<file path="src/rtl/pred_gate_pkg.sv">
package pred_gate_pkg;
  localparam int FLAG_W   = 4;
  localparam int FLAG_Z   = 0;
  localparam int FLAG_C   = 1;
  localparam int FLAG_N   = 2;
  localparam int FLAG_V   = 3;

  typedef enum logic [2:0] {
    PC_ALWAYS = 3'b000,
    PC_ZERO   = 3'b001,
    PC_NEG    = 3'b010,
    PC_CARRY  = 3'b011,
    PC_OVF    = 3'b100,
    PC_NZERO  = 3'b101,
    PC_NNEG   = 3'b110,
    PC_NCARRY = 3'b111
  } pred_e;

  typedef struct packed {
    logic alu;
    logic cmp;
    logic mov;
    logic mem;
  } cls_t;
endpackage

</file>
<file path="src/rtl/pred_eval.sv">
module pred_eval
  import pred_gate_pkg::*;
(
  input  logic [2:0]        cond_i,
  input  logic [FLAG_W-1:0] flags_i,
  output logic              hit_o,
  output logic              always_o
);
  pred_e sel;
  logic  base;
  logic  inv;

  always_comb begin
    sel = pred_e'(cond_i);
    base = 1'b1;
    inv  = 1'b0;
    unique case (sel)
      PC_ALWAYS: begin base = 1'b1;             inv = 1'b0; end
      PC_ZERO:   begin base = flags_i[FLAG_Z];  inv = 1'b0; end
      PC_NEG:    begin base = flags_i[FLAG_N];  inv = 1'b0; end
      PC_CARRY:  begin base = flags_i[FLAG_C];  inv = 1'b0; end
      PC_OVF:    begin base = flags_i[FLAG_V];  inv = 1'b0; end
      PC_NZERO:  begin base = flags_i[FLAG_Z];  inv = 1'b1; end
      PC_NNEG:   begin base = flags_i[FLAG_N];  inv = 1'b1; end
      PC_NCARRY: begin base = flags_i[FLAG_C];  inv = 1'b1; end
      default:   begin base = 1'b1;             inv = 1'b0; end
    endcase
    hit_o    = base ^ inv;
    always_o = (sel == PC_ALWAYS);
  end
endmodule

</file>
<file path="src/rtl/strobe_policy.sv">
module strobe_policy
  import pred_gate_pkg::*;
#(
  parameter int IDX_W  = 4,
  parameter int PC_IDX = 15,
  parameter int CC_IDX = 14
) (
  input  logic             hit_i,
  input  logic             always_i,
  input  cls_t             cls_i,
  input  logic [IDX_W-1:0] dst_i,
  output logic             reg_we_o,
  output logic             flag_we_o,
  output logic             mem_go_o
);
  localparam logic [IDX_W-1:0] PC_SEL = IDX_W'(PC_IDX);
  localparam logic [IDX_W-1:0] CC_SEL = IDX_W'(CC_IDX);

  logic special_dst;

  always_comb begin
    special_dst = (dst_i == PC_SEL) || (dst_i == CC_SEL);
    reg_we_o    = hit_i & (cls_i.alu | cls_i.mov);
    mem_go_o    = hit_i & cls_i.mem;
    flag_we_o   = cls_i.cmp | (cls_i.alu & always_i & ~special_dst);
  end
endmodule

</file>
<file path="src/rtl/pred_gate.sv">
module pred_gate
  import pred_gate_pkg::*;
#(
  parameter int IDX_W  = 4,
  parameter int PC_IDX = 15,
  parameter int CC_IDX = 14
) (
  input  logic [2:0]       cond_i,
  input  logic [3:0]       flags_i,
  input  logic             cls_alu_i,
  input  logic             cls_cmp_i,
  input  logic             cls_mov_i,
  input  logic             cls_mem_i,
  input  logic [IDX_W-1:0] dst_i,
  output logic             exec_o,
  output logic             reg_we_o,
  output logic             flag_we_o,
  output logic             mem_go_o
);
  logic hit;
  logic uncond;
  cls_t cls;

  assign cls = '{alu: cls_alu_i, cmp: cls_cmp_i, mov: cls_mov_i, mem: cls_mem_i};

  pred_eval u_eval (
    .cond_i   (cond_i),
    .flags_i  (flags_i),
    .hit_o    (hit),
    .always_o (uncond)
  );

  strobe_policy #(
    .IDX_W  (IDX_W),
    .PC_IDX (PC_IDX),
    .CC_IDX (CC_IDX)
  ) u_policy (
    .hit_i     (hit),
    .always_i  (uncond),
    .cls_i     (cls),
    .dst_i     (dst_i),
    .reg_we_o  (reg_we_o),
    .flag_we_o (flag_we_o),
    .mem_go_o  (mem_go_o)
  );

  assign exec_o = hit;
endmodule

</file>
<file path="config.mk">
export PLATFORM = sky130hd
export DESIGN_NAME = pred_gate
export DESIGN_NICKNAME = d
export VERILOG_FILES = /design/src/rtl/pred_gate_pkg.sv /design/src/rtl/pred_eval.sv /design/src/rtl/strobe_policy.sv /design/src/rtl/pred_gate.sv
export SDC_FILE = /design/constraint.sdc
export NUM_CORES = 1
export LEC_CHECK = 0
export ABC_AREA = 0
export ABC_CLOCK_PERIOD_IN_PS = 950
export CAP_MARGIN = 30
export CORE_AREA = 5 5 42 44
export DETAILED_ROUTE_END_ITERATION = 12
export DIE_AREA = 0 0 47 49
export DONT_BUFFER_PORTS = 1
export SLEW_MARGIN = 20
export SYNTH_ARGS = -nofsm -noshare
export SYNTH_HDL_FRONTEND = slang
export SYNTH_SLANG_ARGS = --single-unit
</file>
<file path="constraint.sdc">
create_clock -name vclk -period 0.95
set_clock_uncertainty 0.15 [all_clocks]
set_input_delay 0.0475 -clock vclk [all_inputs]
set_output_delay 0.0475 -clock vclk [all_outputs]
set_load 0.02 [all_outputs]
</file>
==> results.md, run 1 <==
* Status: finished, violations left
* Violated checks: setup timing
* Port bufs at 0
* P_leak at approximately 0.077 nW
* Max Cap Viol at 0
* Final setup margin at -0.0556 ns
* Via count at roughly 130
* Area Overhead vs Synth at 69.1%
* Critical path class: in2out
* CP Cell Sequence: or4b_4 -> nor3b_4
* Antenna diode count at 0
* Share of layout cells above drive strength 1 at ~53%
* Synth Cell Area at 118 um^2
* Cell count after synthesis at 17
* Worst Path Required at 0.75 ns
* Most area-consuming cells after synthesis: or4b_4 (12%), a32o_1 (8.5%), mux2i_1 (8.5%)
* Placed Cells at 33
* Post-route ant nets at 0
* Height of the chip at 49 um
* Cell taking the most area after synthesis: or4b_4
* Routed WL per cell at 13.6 um
* WP data arrival at 0.81 ns
* Critical Path Max Stage Delay at ~0.56 ns
* Fmax at 994 MHz
* Final Hold Fails at 0
* Core ar. at 1400 um^2
* Relative slew slack at 65.0%
* Slew Viols, Final at 0
* Crit path from: flags_i[0]
* Critical path depth at 2
* Critical path's top delay family: simple AND/OR/NAND/NOR gates
* Worst Hold Class: in2out
* Avg Cell Area, Syn at 6.92 um^2
* Core Rows at 14
* Routability Congestion at 0.546
* Vias in the first global route at 132
* Fillers at 171
* # Post-CTS Setup Buffers at 0
* Final Setup Violations at 3
* WHS at 0.0686 ns
* Vias per cell at 4.03
* Post-synthesis cell type count at 15
* Largest net degree at the start of global routing at 6
* Post-route clock period utilization at 106%
* CP max stage cell: or4b_4
* # clk buffers at 0
* Post-synth top area share at a little under an eighth
* Power Total at around 0.094 mW
* Total Wirelength at between 400 and 500 um
* DIE WIDTH at approximately 47 um
* Worst VDD drop at 0.0684 mV
* Least-Margin Pin Slew at 0.523 ns
* Post-synth net total at 32
* Ys Warns at 0
* Final cell count without fillers at 33
* DRT Pass-1 Iters at 1
* Die area at about 2300 um^2
* Setup crit end kind: output port
* First-pass GRT wire length at roughly 630 um
* Worst Setup EP: exec_o
* Starting DRC count in detailed routing at 0
* Total GRT Usage at 3.59%
* Seq_cells at 0
* DRC viols at 0
* Initial antenna violation count at 0
* I/O pin total at 19
* RSZ-0062 raised after global routing: yes
* Initial Util at 8.39%
* Grt ovf at 0
* Register area share after synthesis at 0%
* Register area at 0 um^2
* Final nets at 34
* Min Tclk post-route at 1.01 ns
* CP bufs+invs at 0
* Crit path launch type: input port
* Critical Path Fanout Max at 3
* Pwr Density at 474 nW/um^2
==> layer usage <==
metal,wire length [um],vias up,global-route usage (%)
li1,-,65,-
met1,141,59,3.72
met2,258,9,7.47
met3,51,0,0.369
met4,0,0,0
met5,0,-,0
==> layout make-up <==
| type | count | area (um^2) | share of cell area, % |
|---|---|---|---|
| Multi-Input combinational cell | 17 | 179 | 89.9 |
| Tap cell | 16 | 20.0 | 10.1 |
==> how the worst min path moves through the flow <==
| stage | startpoint | to | slack (ns) | depth (start not counted) |
|---|---|---|---|---|
| after floorplan | cls_mem_i | mem_go_o | 0.09 | 2 |
| after global placement | cls_mem_i | mem_go_o | 0.09 | 2 |
| after detailed placement | cls_mem_i | mem_go_o | 0.1 | 2 |
| after CTS | cls_mem_i | mem_go_o | 0.07 | 2 |
| after global routing | cls_mem_i | mem_go_o | 0.09 | 2 |
| final | cls_mem_i | mem_go_o | 0.07 | 2 |
==> synthesized netlist by cell type <==
master / count
nor2b_1: 1
nor3b_1: 1
nand2b_2: 1
a21o_1: 1
nand2b_1: 1
o21ai_0: 1
nor2_1: 1
nor4b_1: 1
a32o_1: 1
nand2_1: 2
and2b_1: 1
or4b_4: 1
nor3_1: 2
nand3_1: 1
mux2i_1: 1
==> cell usage in the layout (no fill, tap or decap) <==
cell type  synthesis  routed
a21o_1             1       1
a32o_2             0       1
and2b_1            1       1
mux2i_1            1       1
nand2_1            2       1
nand2_2            0       1
nand2b_4           0       2
nand3_1            1       1
nor2_1             1       1
nor2b_1            1       1
nor3_4             0       2
nor3b_4            0       1
nor4b_1            1       1
o21ai_4            0       1
or4b_4             1       1
==> where the power goes <==
| part | leakage [nW] | internal, mW | switching (mW) |
|---|---|---|---|
| registers | 0 | 0 | 0 |
| logic | 0.0770 | 0.0434 | 0.0509 |
| clock network | 0 | 0 | 0 |
| total | 0.0770 | 0.0434 | 0.0509 |
==> timing repair <==
item / CTS / global route
hold buffers: 0 / 0
pin swaps: 1 / 3
resized for setup: 1 / 2
setup endpoints to repair: 3 / 3
==> stage by stage <==
step | setup WS (ns) | setup TNS, ns | utilization [%] | instance area, um^2
after CTS | -0.0509 | -0.0831 | 13.1 | 184
after floorplan | -0.0167 | -0.0333 | - | 161
final | -0.0556 | -0.101 | 14.2 | 199
after global placement | -0.0416 | -0.0878 | 12.9 | 181
after detailed placement | -0.0509 | -0.109 | 12.9 | 181
after global routing | -0.0745 | -0.169 | 14.2 | 199
==> kinds of logic (layout without fill, tap and decap cells) <==
kind of cell	after synthesis	count (layout)	synth area share, %
compound gates	3	3	19.1
mux	1	1	8.51
simple gates	13	13	72.3
No activity file was read; power rests on OpenSTA's default activity.
==> inputs of run 2 (changes only) <==
==> constraint.sdc (replaced) <==
create_clock -name vclk -period 0.95
set_clock_uncertainty 0.15 [all_clocks]
set_input_delay 0.19 -clock vclk [all_inputs]
set_output_delay 0.19 -clock vclk [all_outputs]
set_load 0.02 [all_outputs]
==> results.md, run 2 (synthesized netlist as in run 1, its figures left out) <==
* Port bufs at 0 (unchanged)
* Area Overhead vs Synth at 85.1%
* Max Cap Viol at 0 (unchanged)
* DRT Pass-1 Iters at 3 (+2)
* Post-route ant nets at 0 (unchanged)
* Fmax at 768 MHz (-23%)
* Register area at 0 um^2 (unchanged)
* P_leak at 0.0773 nW (+0.41%)
* Violated checks: setup timing
* Switching Power at 0.0532 mW (+4.5%)
* Design area at 218 um^2 (+9.4%)
* Hpwl dp at roughly 430 um
* # clk buffers at 0 (unchanged)
* Status: finished, violations left
* Placed Cells at 33 (unchanged)
* Clock share of power at 0% (unchanged)
* DRC viols at 0 (unchanged)
* Post-route clock period utilization at 137% (+31 points)
* Post-Place Worst Slack at -0.347 ns (-0.296 ns)
* Initial Util at 8.39% (unchanged)
* Least-Margin Pin Slew at 0.329 ns (-0.194 ns)
* Final setup margin at -0.351 ns (-0.296 ns)
* Antenna diode count at 0 (unchanged)
* Setup crit end kind: output port
* Grt ovf at 0 (unchanged)
* Final Setup Violations at 4 (+1)
* Worst VDD drop at 0.0860 mV (+26%)
* Total Wirelength at 438 um (-2.7%)
* Largest net degree at the start of global routing at 6 (unchanged)
* Worst Hold Class: in2out
* Routed WL per cell at 13.3 um (-2.7%)
* CP bufs+invs at 0 (unchanged)
* Height of the chip at 49 um (unchanged)
* Critical Path Fanout Max at 5 (+2)
* RSZ-0062 raised after global routing: yes
* Pwr Density at 456 nW/um^2 (-3.8%)
* Via count at 136 (+2.3%)
* Critical path class: in2out
* Hold Crit Start: cls_mem_i
* Total GRT Usage at 3.87% (+0.28 points)
* CP Cell Sequence: or4b_4 -> nor3b_4
* First-pass GRT wire length at 696 um (+11%)
* Vias in the first global route at 139 (+5.3%)
* Commonest non-fill, non-tap cell in the layout: nor3_4
* Relative slew slack at 78.1% (+13 points)
* WHS at 0.339 ns (+0.271 ns)
* Internal at 0.0461 mW (+6.1%)
* Crit path launch type: input port
* WP data arrival at 0.96 ns (+0.15 ns)
* DIE WIDTH at 47 um (unchanged)
* I/O pin total at 19 (unchanged)
* Final nets at 34 (unchanged)
* Placed cell area at 196 um^2 (+8.3%)
* Final Hold Fails at 0 (unchanged)
* Worst Path Required at 0.61 ns (-0.14 ns)
* Final cell count without fillers at 33 (unchanged)
* Setup_tns at -1.05 ns (-0.946 ns)
* Starting DRC count in detailed routing at 1 (+1)
* Core ar. at 1400 um^2 (unchanged)
* Crit path from: cond_i[2]
* Critical path's top delay family: simple AND/OR/NAND/NOR gates
* Critical Path Max Stage Delay at 0.57 ns (about the same)
* Die area at 2300 um^2 (unchanged)
* CP max stage cell: or4b_4
* Sequential Power Share at 0% (unchanged)
* Sw frac at 53.6% (-0.38 points)
* Seq_cells at 0 (unchanged)
* Core Rows at 14 (unchanged)
* Min Tclk post-route at 1.30 ns (+0.296 ns)
* Share of layout cells above drive strength 1 at 64.7% (+12 points)
* Initial antenna violation count at 0 (unchanged)
* Slew Viols, Final at 0 (unchanged)
* Vias per cell at 4.12 (+2.3%)
* Routability Congestion at 0.545 (-0.18%)
* Logic pwr share at 100.0% (about the same)
run 2: final cells by class:
class | count | area [um^2]
Tap cell | 16 | 20.0
Fill cell | 163 | 1180
Multi-Input combinational cell | 17 | 198
run 2: power groups by stage:
stage | logic (mW) | registers [mW] | clock network, mW
after floorplan | 0.0862 | 0 | 0
after global placement | 0.0943 | 0 | 0
after detailed placement | 0.0945 | 0 | 0
after CTS | 0.0998 | 0 | 0
after global routing | 0.107 | 0 | 0
final | 0.0993 | 0 | 0
run 2: per-stage QoR:
step | utilization (%) | power [mW]
5_1_grt | 15.5 | 0.107
3_3_place_gp | 14.0 | 0.0943
2_1_floorplan | - | 0.0862
4_1_cts | 15.0 | 0.0998
6_report | 15.5 | 0.0993
3_5_place_dp | 14.0 | 0.0945
run 2: layer usage:
metal  GRT usage [%]  routed length, um  vias to the layer above
met2            7.69                240                       11
li1                -                  -                       65
met5               0                  0                        -
met3           0.738                 74                        0
met1            4.16                124                       60
met4               0                  0                        0
run 2: what timing repair did:
item,CTS,global route
hold buffers,0,0
setup buffers,0,0
pin swaps,3,0
endpoints found under the setup margin,4,4
gates resized for setup,4,1
run 2: path summary, 6_finish.rpt:
path | endpoint | slack [ns] | cells past startpoint
worst max-delay path | exec_o | -0.35 | 2
worst min-delay path | mem_go_o | 0.34 | 2
==> inputs of run 3 (changes only) <==
Settings changed: PLACE_DENSITY set to 0.31.
==> results.md, run 3 (synthesized netlist as in run 1, its figures left out) <==
* Min Tclk post-route at 1.31 ns (+0.00491 ns)
* Multi-input gate area at 198 um^2 (unchanged)
* Routability Congestion at 0.670 (+23%)
* Total Wirelength at 495 um (+13%)
* Final Hold Fails at 0 (unchanged)
* CP max stage cell: or4b_4
* Crit path from: flags_i[0]
* Worst Hold Class: in2out
* Hpwl dp at 461 um (+8.3%)
* Via count at 133 (-2.2%)
* Core Rows at 14 (unchanged)
* P_leak at 0.0773 nW (about the same)
* Core ar. at 1400 um^2 (unchanged)
* Final Setup Violations at 4 (unchanged)
* Vias per cell at 4.03 (-2.2%)
* Port bufs at 0 (unchanged)
* Final setup margin at -0.356 ns (-0.00491 ns)
* Fillers at 167 (+2.5%)
* Antenna diode count at 0 (unchanged)
* Post-route clock period utilization at 138% (+0.52 points)
* WP data arrival at 0.97 ns (about the same)
* Critical Path Max Stage Delay at 0.57 ns (about the same)
* Least-Margin Pin Slew at 0.345 ns (+0.0164 ns)
* Initial Util at 8.39% (unchanged)
* RSZ-0062 raised after global routing: yes
* Max Cap Viol at 0 (unchanged)
* Height of the chip at 49 um (unchanged)
* Setup_tns at -1.06 ns (-0.0106 ns)
* # clk buffers at 0 (unchanged)
* Slew Viols, Final at 0 (unchanged)
* Post-Place Worst Slack at -0.366 ns (-0.0193 ns)
* Seq_cells at 0 (unchanged)
* Total GRT Usage at 4.01% (+0.14 points)
* DRC viols at 0 (unchanged)
* First-pass GRT wire length at 731 um (+5.0%)
* Worst VDD drop at 0.0969 mV (+13%)
* Worst Path Required at 0.61 ns (about the same)
* DIE WIDTH at 47 um (unchanged)
* Status: finished, violations left
* Area Overhead vs Synth at 85.1% (unchanged)
* Placed Cells at 33 (unchanged)
* Critical path's top delay family: simple AND/OR/NAND/NOR gates
* Relative slew slack at 77.0% (-1.1 points)
* Critical Path Fanout Max at 3 (-2)
* Initial antenna violation count at 0 (unchanged)
* Register area at 0 um^2 (unchanged)
* Critical path class: in2out
* Pwr Density at 463 nW/um^2 (+1.4%)
* Worst Setup EP: exec_o
* Post-route ant nets at 0 (unchanged)
* Setup crit end kind: output port
* Final cell count without fillers at 33 (unchanged)
* Share of layout cells above drive strength 1 at 64.7% (unchanged)
* Final core utilization at 15.5% (unchanged)
* Vias in the first global route at 161 (+16%)
* Routed WL per cell at 15.0 um (+13%)
* CP bufs+invs at 0 (unchanged)
* Grt ovf at 0 (unchanged)
* DRT Pass-1 Iters at 3 (unchanged)
* Violated checks: setup timing
* Power Total at 0.101 mW (+1.4%)
* Final nets at 34 (unchanged)
* Critical path depth at 2 (unchanged)
* I/O pin total at 19 (unchanged)
* Largest net degree at the start of global routing at 6 (unchanged)
* Commonest non-fill, non-tap cell in the layout: nor3_4
* Die area at 2300 um^2 (unchanged)
* Crit path launch type: input port
* Fmax at 765 MHz (-0.38%)
* Starting DRC count in detailed routing at 2 (+1)
* CP Cell Sequence: or4b_4 -> nor3b_4
-- run 3: metrics by stage --
step | area [um^2] | hold WS, ns
after global placement | 196 | 0.385
after floorplan | 176 | 0.374
after global routing | 218 | 0.345
after CTS | 196 | 0.384
after detailed placement | 196 | 0.384
final | 218 | 0.336
-- run 3: how the worst min path moves through the flow --
| stage | start | end | depth (start not counted) |
|---|---|---|---|
| floorplan | cls_mem_i | mem_go_o | 2 |
| global placement | cls_mem_i | mem_go_o | 2 |
| detailed placement | cls_mem_i | mem_go_o | 2 |
| CTS | cls_mem_i | mem_go_o | 2 |
| global route | cls_mem_i | mem_go_o | 2 |
| finish | cls_mem_i | mem_go_o | 2 |
-- run 3: metal layers --
metal	vias to the layer above	global-route usage, %	routed length, um
met3	0	1.11	81
met4	0	0	0
met1	55	5.47	222
li1	66	-	-
met5	-	0	0
met2	12	6.56	191
-- run 3: repair_timing --
item,in CTS,in global routing
hold buffers,0,0
setup endpoints to repair,4,4
setup buffers,0,0
gates resized for setup,0,5
pin swaps,4,5
gates cloned,0,0
-- run 3: final cells by class --
class / count / area share [%]
Tap cell: 16 / 9.20
Multi-Input combinational cell: 17 / 90.8
-- run 3: power by group --
part / internal, mW / total, mW / switching [mW]
registers: 0 / 0 / 0
clock network: 0 / 0 / 0
logic: 0.0464 / 0.101 / 0.0543
